===== src/rtl/fpb_pkg.sv =====
// Package: shared types of the flash line-buffer read front end.
// Assumes: nothing beyond IEEE 1800-2017.
package fpb_pkg;

    // Access sequencer state: idle (hits served) or array access running.
    typedef enum logic {
        SEQ_IDLE   = 1'b0,
        SEQ_ACCESS = 1'b1
    } seq_state_e;

    // Purpose of the array access in flight.
    typedef enum logic {
        FILL_NEXTLINE = 1'b0,
        FILL_DEMAND   = 1'b1
    } fill_kind_e;

endpackage


===== src/rtl/fpb_line_store.sv =====
// Module: fpb_line_store
// Holds NUM_BUF line buffers with tag and valid bit each. Two lookup ports
// (bus address and scheduled next line) and one write port, which fills
// buffers in rotating order. A flush clears every valid bit.
// Assumes: a tag is never stored twice (callers write only on a miss), so
// at most one buffer matches and the read mux may OR masked entries.
module fpb_line_store #(
    parameter int NUM_BUF = 4,
    parameter int TAG_W   = 20,
    parameter int LINE_W  = 128
) (
    input  logic               clk,
    input  logic               rst_n,
    input  logic [TAG_W-1:0]   look_tag,
    output logic               look_hit,
    output logic [LINE_W-1:0]  look_data,
    input  logic [TAG_W-1:0]   probe_tag,
    output logic               probe_hit,
    input  logic               flush,
    input  logic               wr_en,
    input  logic [TAG_W-1:0]   wr_tag,
    input  logic [LINE_W-1:0]  wr_data,
    output logic [NUM_BUF-1:0] valid_vec
);
    localparam int IDX_W = (NUM_BUF > 1) ? $clog2(NUM_BUF) : 1;
    localparam logic [IDX_W-1:0] LAST_IDX = IDX_W'(NUM_BUF - 1);

    logic [IDX_W-1:0]   victim_q;
    logic [NUM_BUF-1:0] look_match;
    logic [NUM_BUF-1:0] probe_match;
    logic [LINE_W-1:0]  masked_data [NUM_BUF];

    // Replacement pointer: advance past each buffer as it is written.
    always_ff @(posedge clk) begin
        if (!rst_n) begin
            victim_q <= '0;
        end else if (wr_en) begin
            victim_q <= (victim_q == LAST_IDX) ? '0 : victim_q + 1'b1;
        end
    end

    for (genvar g = 0; g < NUM_BUF; g++) begin : g_buf
        logic              vld_q;
        logic [TAG_W-1:0]  tag_q;
        logic [LINE_W-1:0] line_q;
        logic              sel_w;

        assign sel_w = wr_en && (victim_q == IDX_W'(g));

        // Valid bit: cleared by reset or flush, set when this buffer is filled.
        always_ff @(posedge clk) begin
            if (!rst_n) begin
                vld_q <= 1'b0;
            end else if (flush) begin
                vld_q <= 1'b0;
            end else if (sel_w) begin
                vld_q <= 1'b1;
            end
        end

        // Tag register: loaded with the line address on a fill.
        always_ff @(posedge clk) begin
            if (!rst_n) begin
                tag_q <= '0;
            end else if (sel_w) begin
                tag_q <= wr_tag;
            end
        end

        // Line data: loaded on a fill, no reset needed (guarded by valid).
        always_ff @(posedge clk) begin
            if (sel_w) begin
                line_q <= wr_data;
            end
        end

        assign valid_vec[g]   = vld_q;
        assign look_match[g]  = vld_q && (tag_q == look_tag);
        assign probe_match[g] = vld_q && (tag_q == probe_tag);
        assign masked_data[g] = look_match[g] ? line_q : '0;
    end

    // Read mux: OR of masked entries, valid because matches are one-hot.
    always_comb begin
        look_data = '0;
        for (int i = 0; i < NUM_BUF; i++) begin
            look_data = look_data | masked_data[i];
        end
    end

    assign look_hit  = |look_match;
    assign probe_hit = |probe_match;

endmodule


===== src/rtl/fpb_access_seq.sv =====
// Module: fpb_access_seq
// Runs array accesses: starts a demand access on a bus miss, or a next-line
// access when the bus is quiet and one is scheduled. Latches the wait-state
// count at start, counts it down, and tells the store whether to keep the fill.
// Assumes: the requester holds the request and address stable until ready.
module fpb_access_seq
    import fpb_pkg::*;
#(
    parameter int TAG_W = 20,
    parameter int WS_W  = 2
) (
    input  logic             clk,
    input  logic             rst_n,
    input  logic             bus_req,
    input  logic [TAG_W-1:0] bus_tag,
    input  logic             bus_hit,
    input  logic             next_en,
    input  logic             pend_hit,
    input  logic             flush,
    input  logic [WS_W-1:0]  ws_cfg,
    output logic             idle,
    output logic             acc_active,
    output logic [TAG_W-1:0] acc_tag,
    output logic             acc_done,
    output logic             acc_demand,
    output logic             fill_store,
    output logic [TAG_W-1:0] pend_tag,
    output logic [WS_W-1:0]  ws_lat
);
    localparam logic [WS_W-1:0] WS_MIN = WS_W'(1);

    seq_state_e       state_q;
    fill_kind_e       kind_q;
    logic [WS_W-1:0]  cnt_q;
    logic [WS_W-1:0]  ws_lat_q;
    logic [TAG_W-1:0] line_q;
    logic             drop_q;
    logic             pend_q;
    logic [TAG_W-1:0] pend_q_tag;
    logic [WS_W-1:0]  ws_eff;
    logic             start_demand;
    logic             pf_try;
    logic             start_next;

    assign idle         = (state_q == SEQ_IDLE);
    assign acc_active   = (state_q == SEQ_ACCESS);
    assign ws_eff       = (ws_cfg == '0) ? WS_MIN : ws_cfg;
    assign start_demand = idle && bus_req && !bus_hit;
    assign pf_try       = idle && !bus_req && pend_q && next_en;
    assign start_next   = pf_try && !pend_hit;
    assign acc_done     = acc_active && (cnt_q == ws_lat_q);
    assign fill_store   = acc_done && !(drop_q || flush);
    assign acc_demand   = (kind_q == FILL_DEMAND);
    assign acc_tag      = line_q;
    assign pend_tag     = pend_q_tag;
    assign ws_lat       = ws_lat_q;

    // State register: enter access on any start, leave when the count is met.
    always_ff @(posedge clk) begin
        if (!rst_n) begin
            state_q <= SEQ_IDLE;
        end else if (start_demand || start_next) begin
            state_q <= SEQ_ACCESS;
        end else if (acc_done) begin
            state_q <= SEQ_IDLE;
        end
    end

    // Access context: line, kind and latched wait count, captured at start.
    always_ff @(posedge clk) begin
        if (!rst_n) begin
            line_q   <= '0;
            kind_q   <= FILL_DEMAND;
            ws_lat_q <= WS_MIN;
        end else if (start_demand) begin
            line_q   <= bus_tag;
            kind_q   <= FILL_DEMAND;
            ws_lat_q <= ws_eff;
        end else if (start_next) begin
            line_q   <= pend_q_tag;
            kind_q   <= FILL_NEXTLINE;
            ws_lat_q <= ws_eff;
        end
    end

    // Cycle counter: 1 in the first access cycle, steps until the limit.
    always_ff @(posedge clk) begin
        if (!rst_n) begin
            cnt_q <= '0;
        end else if (start_demand || start_next) begin
            cnt_q <= WS_MIN;
        end else if (acc_active && !acc_done) begin
            cnt_q <= cnt_q + 1'b1;
        end
    end

    // Drop flag: remembers a flush seen during the access so the fill is discarded.
    always_ff @(posedge clk) begin
        if (!rst_n) begin
            drop_q <= 1'b0;
        end else if (start_demand || start_next) begin
            drop_q <= flush;
        end else if (acc_active && !acc_done) begin
            drop_q <= drop_q || flush;
        end
    end

    // Next-line schedule: set by a kept demand fill, cleared when tried or cancelled.
    always_ff @(posedge clk) begin
        if (!rst_n) begin
            pend_q     <= 1'b0;
            pend_q_tag <= '0;
        end else if (flush || !next_en) begin
            pend_q <= 1'b0;
        end else if (fill_store && acc_demand) begin
            pend_q     <= 1'b1;
            pend_q_tag <= line_q + 1'b1;
        end else if (pf_try) begin
            pend_q <= 1'b0;
        end
    end

endmodule


===== src/rtl/flash_line_prefetcher.sv =====
// Module: flash_line_prefetcher (top)
// Read front end between a BUS_W-bit system read port and a 2*BUS_W-bit
// array line port. Hits are answered combinationally from the line store;
// misses wait for the sequencer, whose array data is forwarded to the bus
// in the completing cycle while it is written into the store.
// Assumes: the array returns arr_rdata for arr_line once the latched number
// of access cycles has elapsed; bus address is stable while rd_req is high.
module flash_line_prefetcher #(
    parameter int ADDR_W  = 24,
    parameter int BUS_W   = 64,
    parameter int NUM_BUF = 4,
    parameter int WS_W    = 2
) (
    input  logic                               clk,
    input  logic                               rst_n,
    input  logic                               rd_req,
    input  logic [ADDR_W-1:0]                  rd_addr,
    output logic                               rd_ready,
    output logic [BUS_W-1:0]                   rd_data,
    input  logic [WS_W-1:0]                    wait_cfg,
    input  logic                               nextline_en,
    input  logic                               flush_bufs,
    output logic                               arr_req,
    output logic [ADDR_W-$clog2(BUS_W/8)-2:0]  arr_line,
    input  logic [2*BUS_W-1:0]                 arr_rdata
);
    localparam int LINE_W = 2 * BUS_W;
    localparam int OFF_W  = $clog2(BUS_W / 8);
    localparam int HALF_B = OFF_W;
    localparam int TAG_W  = ADDR_W - OFF_W - 1;

    logic [TAG_W-1:0]   bus_tag;
    logic               half_sel;
    logic               bus_hit;
    logic [LINE_W-1:0]  hit_line;
    logic [TAG_W-1:0]   pend_tag;
    logic               pend_hit;
    logic               seq_idle;
    logic               acc_active;
    logic [TAG_W-1:0]   acc_tag;
    logic               acc_done;
    logic               acc_demand;
    logic               fill_store;
    logic [WS_W-1:0]    ws_lat;
    logic [NUM_BUF-1:0] valid_vec;
    logic [LINE_W-1:0]  src_line;

    assign bus_tag  = rd_addr[ADDR_W-1:HALF_B+1];
    assign half_sel = rd_addr[HALF_B];

    fpb_line_store #(
        .NUM_BUF (NUM_BUF),
        .TAG_W   (TAG_W),
        .LINE_W  (LINE_W)
    ) store_i (
        .clk       (clk),
        .rst_n     (rst_n),
        .look_tag  (bus_tag),
        .look_hit  (bus_hit),
        .look_data (hit_line),
        .probe_tag (pend_tag),
        .probe_hit (pend_hit),
        .flush     (flush_bufs),
        .wr_en     (fill_store),
        .wr_tag    (acc_tag),
        .wr_data   (arr_rdata),
        .valid_vec (valid_vec)
    );

    fpb_access_seq #(
        .TAG_W (TAG_W),
        .WS_W  (WS_W)
    ) seq_i (
        .clk        (clk),
        .rst_n      (rst_n),
        .bus_req    (rd_req),
        .bus_tag    (bus_tag),
        .bus_hit    (bus_hit),
        .next_en    (nextline_en),
        .pend_hit   (pend_hit),
        .flush      (flush_bufs),
        .ws_cfg     (wait_cfg),
        .idle       (seq_idle),
        .acc_active (acc_active),
        .acc_tag    (acc_tag),
        .acc_done   (acc_done),
        .acc_demand (acc_demand),
        .fill_store (fill_store),
        .pend_tag   (pend_tag),
        .ws_lat     (ws_lat)
    );

    // Bus response: hit while idle, or the completing demand access.
    always_comb begin
        rd_ready = (seq_idle && rd_req && bus_hit) || (acc_done && acc_demand);
        src_line = seq_idle ? hit_line : arr_rdata;
        rd_data  = half_sel ? src_line[LINE_W-1:BUS_W] : src_line[BUS_W-1:0];
    end

    assign arr_req  = acc_active;
    assign arr_line = acc_tag;

endmodule


===== config.mk =====
export PLATFORM = sky130hd
export DESIGN_NAME = flash_line_prefetcher
export DESIGN_NICKNAME = d
export VERILOG_FILES = /design/src/rtl/fpb_pkg.sv /design/src/rtl/fpb_line_store.sv /design/src/rtl/fpb_access_seq.sv /design/src/rtl/flash_line_prefetcher.sv
export SDC_FILE = /design/constraint.sdc
export NUM_CORES = 1
export LEC_CHECK = 0
export BUFFER_PORTS_ARGS = -buffer_cell sky130_fd_sc_hd__buf_2
export CAP_MARGIN = 40
export CORE_MARGIN = 3
export CORE_UTILIZATION = 50
export DETAILED_ROUTE_END_ITERATION = 10
export PLACE_DENSITY = 0.8
export SLEW_MARGIN = 20
export SYNTH_ARGS = -nofsm -noshare
export SYNTH_HDL_FRONTEND = slang
export SYNTH_HIERARCHICAL = 1
export SYNTH_SLANG_ARGS = --single-unit

===== constraint.sdc =====
create_clock -name clk -period 7.49 [get_ports clk]
set_input_delay 1.498 -clock clk [delete_from_list [all_inputs] [get_ports clk]]
set_output_delay 1.498 -clock clk [all_outputs]
set_load 0.05 [all_outputs]

==> results.tsv, run 1 <==
metric	value	unit
hold_path_depth	1	
tightest_slew	0.923	ns
dr.pass1.iters	8	
finalSetupViolations	0	
startpoint_type	primary input	
via_count	20800	
root_buffer	clkbuf_16	
holdWs	0.490	ns
fin_cells	3199	
outcome	completed	
port_buffers	241	
ir_worst_vdd	0.000153	V
syn_area	28500	µm²
synth_cells	2250	
first_global_vias	20300	
cts_made_buffers	66	
fin_crit	5.93	ns
crit_path_max_fanout	50	
cts_tree	yes	
routed_wl	82.7	mm
rr_worst_depth	9	
worstHoldEndpoint	seq_i/acc_demand$_SDFFE_PP1P_	
drtIter0Drc	2592	
core	55700	µm²
syn_to_final_growth	13.4	%
nets	2551	
gp_congestion	0.957	
die-width	245	µm
row_count	86	
tns	0	ns
reg2reg_from	seq_i/acc_active$_SDFFE_PN0P_	
wl_per_cell	25.9	µm
start_util	0.511	
mappedNetlistNets	2414	
max_slew_margin	0.385	
grt_setup_unrepaired	false	
pin_count	245	
insertion_delay	0.60	ns
grt_start_max_net_pins	126	
drive_above_1_share	0.189	
fmax	0.169	GHz
grt_usage	0.270	
clk_pin_slew	0.06	ns
maxSlewViolCount	0	
cts_hold_buffers	0	
dr_wl_met3	8.79	mm
place_inst	3067	
routed.top_layer	met5	
die_area	59900	µm²
cts_resized	0	
hold_start	seq_i/acc_demand$_SDFFE_PP1P_	
dp_hpwl	48.0	mm
cp-end-kind	output pin	
yosys_warnings	6	
postRouteAntennaNets	0	
cts_max_path_buffers	3	
layout_common_cells	512 x edfxtp_1, 399 x nand3_1, 292 x nand4_1	
wl_met2	39.4	mm
grt_first_pass_wirelength	124	mm
die_h	245	µm
leakagePower	10.5	nW
skew	0.0248	ns
max_cap_viol_count	0	
syn_area_per_cell	12.7	µm²
required	5.99	ns
cts.sinks	646	
grt-ovfl-total	0	
rrSetupSlack	3.80	ns
antenna_found_initial	18	
via_per_inst	6.50	
r2r-end	store_i/g_buf[1].line_q[58]$_DFFE_PP_	
critPathKind	in2out	
p_per_area	234	nW/µm²
post_cts_buffers	0	
min_period_over_period	0.792	
arrival	4.43	ns
drcViolationCount	0	
wl_met1	31.4	mm
hold_viol	0	
hp-class	reg2reg	
num-fill-cells	4364	
final_common_cell	edfxtp_1	
htreeDepth	3	
[state kept, by name, indices dropped and copies added, names as in the netlist]
register	cells
seq_i/acc_active	1
seq_i/acc_demand	1
seq_i/acc_tag	20
seq_i/cnt_q	2
seq_i/drop_q	1
seq_i/pend_q	1
seq_i/pend_tag	20
seq_i/ws_lat	2
store_i/g_buf.line_q	512
store_i/g_buf.tag_q	80
store_i/g_buf.vld_q	4
store_i/victim_q	2
[report_power, final]
part	switching, mW	internal (mW)
sequential	0.0496	3.90
combinational	0.349	0.171
clock	1.34	1.76
total	1.74	5.83
[worst max-delay path by stage]
stage / startpoint / to / slack [ns]
2_1_floorplan: flush_bufs / store_i/g_buf[0].line_q[0]$_DFFE_PP_ / 1.17
3_3_place_gp: rd_addr[19] / rd_data[48] / 1.63
3_5_place_dp: rd_addr[19] / rd_data[55] / 1.64
4_1_cts: rd_addr[19] / rd_data[56] / 1.65
5_1_grt: rd_addr[19] / rd_data[56] / 1.48
6_report: rd_addr[19] / rd_data[56] / 1.56
[cell type report]
cell class,count,area [µm²],area share
inverter,15,78.8,0.00244
sequential,646,18100,0.559
tap,748,936,0.0290
timing repair buffer,287,1790,0.0553
clock inverter,27,220,0.00682
clock buffer,89,1800,0.0557
multi-input combinational,1371,9390,0.291
antenna,16,40.0,0.00124
[per-layer routing]
layer  track usage  up-vias
met5             0        -
met3        0.0515      204
met4         0.117       10
li1              -     8910
met2         0.424     1400
met1         0.369    10300
[critical path, stage by stage]
cell,delay (ns)
buf_2,0.16
xor2_1,0.19
nor4_1,0.45
and3_4,0.79
buf_4,0.48
nand3_1,0.16
nand4_1,0.13
mux4_2,0.27
buf_2,0.27
[through the flow]
step / instance area [µm²] / power [mW] / setup slack (ns) / util
after floorplan: 28500 / 4.35 / 1.17 / -
after global placement: 30100 / 4.52 / 1.63 / 0.540
after detailed placement: 30300 / 4.54 / 1.64 / 0.543
after CTS: 32300 / 7.61 / 1.65 / 0.579
after global routing: 32300 / 7.78 / 1.48 / 0.579
final: 32300 / 7.57 / 1.56 / 0.580
Power figures use the tool's default switching activity.
==> inputs of run 2 (changes only) <==
==> constraint.sdc (replaced) <==
create_clock -name clk -period 5.8 [get_ports clk]
set_input_delay 1.16 -clock clk [delete_from_list [all_inputs] [get_ports clk]]
set_output_delay 1.16 -clock clk [all_outputs]
set_load 0.05 [all_outputs]
==> run 2 against run 1 <==
Net effect: core utilization up 0.53 points; final cell count about the same; clock power up 41%; hold slack worse by 0.00075 ns; total power up 34%; critical endpoint is now rd_data[42].
==> results.tsv, run 2 (same netlist as run 1, synthesis figures left out) <==
metric	value	unit	change
outcome	completed		
htreeDepth	3		unchanged
leakagePower	10.6	nW	+0.93%
wl_per_cell	25.6	µm	-0.98%
cpPeakStageDelay	0.42	ns	-0.37 ns
die_h	245	µm	unchanged
p_per_area	311	nW/µm²	+33%
cell_internal_pwr	7.84	mW	+34%
clk_pin_slew	0.06	ns	about the same
cp-end-kind	output pin		
cts_hold_buffers	0		unchanged
grt_start_max_net_pins	130		+3.2%
max_cap_viol_count	0		unchanged
netSwitchingFraction	0.227		-0.00286
cts_made_buffers	67		+1.5%
pwr-share-clk	0.431		+0.021
layout_common_cells	512 x edfxtp_1, 399 x nand3_1, 292 x nand4_1		
grt-ovfl-total	0		unchanged
dpl_cell_area	30300	µm²	about the same
insertion_delay	0.61	ns	about the same
required	4.64	ns	-1.35 ns
largest_register_ffs	512		unchanged
root_buffer	clkbuf_16		
via_per_inst	6.45		-0.81%
row_count	86		unchanged
cts_resized	0		unchanged
hold_viol	0		unchanged
critPathBufInv	3		unchanged
finalSetupViolations	0		unchanged
top_regs	store_i/g_buf.line_q (512), store_i/g_buf.tag_q (80)		
die-width	245	µm	unchanged
grt_setup_unrepaired	false		
dr.pass1.iters	6		-2
fmax	0.201	GHz	
start_util	0.511		unchanged
grt_first_pass_wirelength	123	mm	-0.51%
antenna_found_initial	19		+1
die_area	59900	µm²	unchanged
pin_count	245		unchanged
pre_cts_ws	0.908	ns	-0.736 ns
fin_ws	0.817	ns	-0.741 ns
slowest_stage	nor4_2		
sequentialPowerShare	0.504		-0.018
postRouteAntennaNets	0		unchanged
maxSlewViolCount	0		unchanged
tns	0	ns	unchanged
critPathKind	in2out		
cts_tree	yes		
gp_congestion	0.902		-5.7%
arrival	3.82	ns	-0.61 ns
drtIter0Drc	2540		-2.0%
grt_usage	0.267		-0.00223
place_inst	3061		-0.20%
p_comb_frac	0.065		-0.004
drive_above_1_share	0.192		+0.00354
syn_to_final_growth	14.4	%	
crit_path_max_fanout	127		+150%
fin_area	32600	µm²	+0.91%
dp_hpwl	46.8	mm	-2.5%
core	55700	µm²	unchanged
cts.sinks	646		unchanged
holdWs	0.489	ns	-0.000747 ns
finish.utilization	0.585		+0.00530
tightest_slew	0.938	ns	+0.0154 ns
skew	0.0246	ns	-0.000235 ns
fin_cells	3201		+0.063%
max_slew_margin	0.374		-0.0103
largest-register	store_i/g_buf.line_q		
path_cells	buf_2 > xnor2_1 > nand4_1 > nor4_2 > buf_12 > nand3_1 > nand4_1 > mux4_2 > buf_2		
first_global_vias	20300		+0.13%
total_power	10.1	mW	+34%
startpoint_type	primary input		
drcViolationCount	0		unchanged
nets	2548		-0.12%
ir_worst_vdd	0.000222	V	+46%
via_count	20600		-0.75%
min_period_over_period	0.859		
hp-class	reg2reg		
p_sw	2.30	mW	+32%
final_common_cell	edfxtp_1		
post_cts_buffers	0		unchanged
port_buffers	241		unchanged
crit_family	simple AND/OR/NAND/NOR gates		
fin_crit	4.98	ns	
cts_max_path_buffers	3		unchanged
routed_wl	82.0	mm	-0.92%
==> run 2: tightest hold or removal path: stages (launching register included) <==
cell     delay, ns
dfxtp_1       0.32
nand3_1       0.07
a21oi_1       0.05
==> run 2: final cells by class <==
type	count	area, µm²
inverter	15	78.8
antenna	16	40.0
clock inverter	35	388
fill	4341	23100
multi-input combinational	1371	9390
tap	748	936
timing repair buffer	283	1860
sequential	646	18100
clock buffer	87	1850
==> run 2: per-layer routing <==
| metal | global-route usage | wire length, µm | vias to the layer above |
|---|---|---|---|
| met4 | 0.108 | 2820 | 14 |
| met1 | 0.362 | 30800 | 10100 |
| met2 | 0.428 | 39400 | 1395 |
| met3 | 0.0535 | 8910 | 198 |
| met5 | 0 | 92 | - |
| li1 | - | - | 8903 |
==> run 2: worst paths after layout <==
check	slack, ns	to	startpoint	depth (start not counted)
setup reg to reg	2.22	store_i/g_buf[2].line_q[121]$_DFFE_PP_	seq_i/acc_active$_SDFFE_PN0P_	7
hold / removal	0.49	seq_i/drop_q$_SDFFE_PN0P_	seq_i/drop_q$_SDFFE_PN0P_	2
setup / recovery	0.82	rd_data[42]	rd_addr[16]	9
hold reg to reg	0.49	seq_i/drop_q$_SDFFE_PN0P_	seq_i/drop_q$_SDFFE_PN0P_	2
==> run 2: power by group through the flow <==
stage,clock network [mW],registers [mW],logic [mW]
finish,4.37,5.11,0.659
CTS,4.42,5.11,0.655
global placement,0,5.20,0.633
global route,4.62,5.11,0.695
detailed placement,0,5.20,0.652
floorplan,0,5.22,0.390
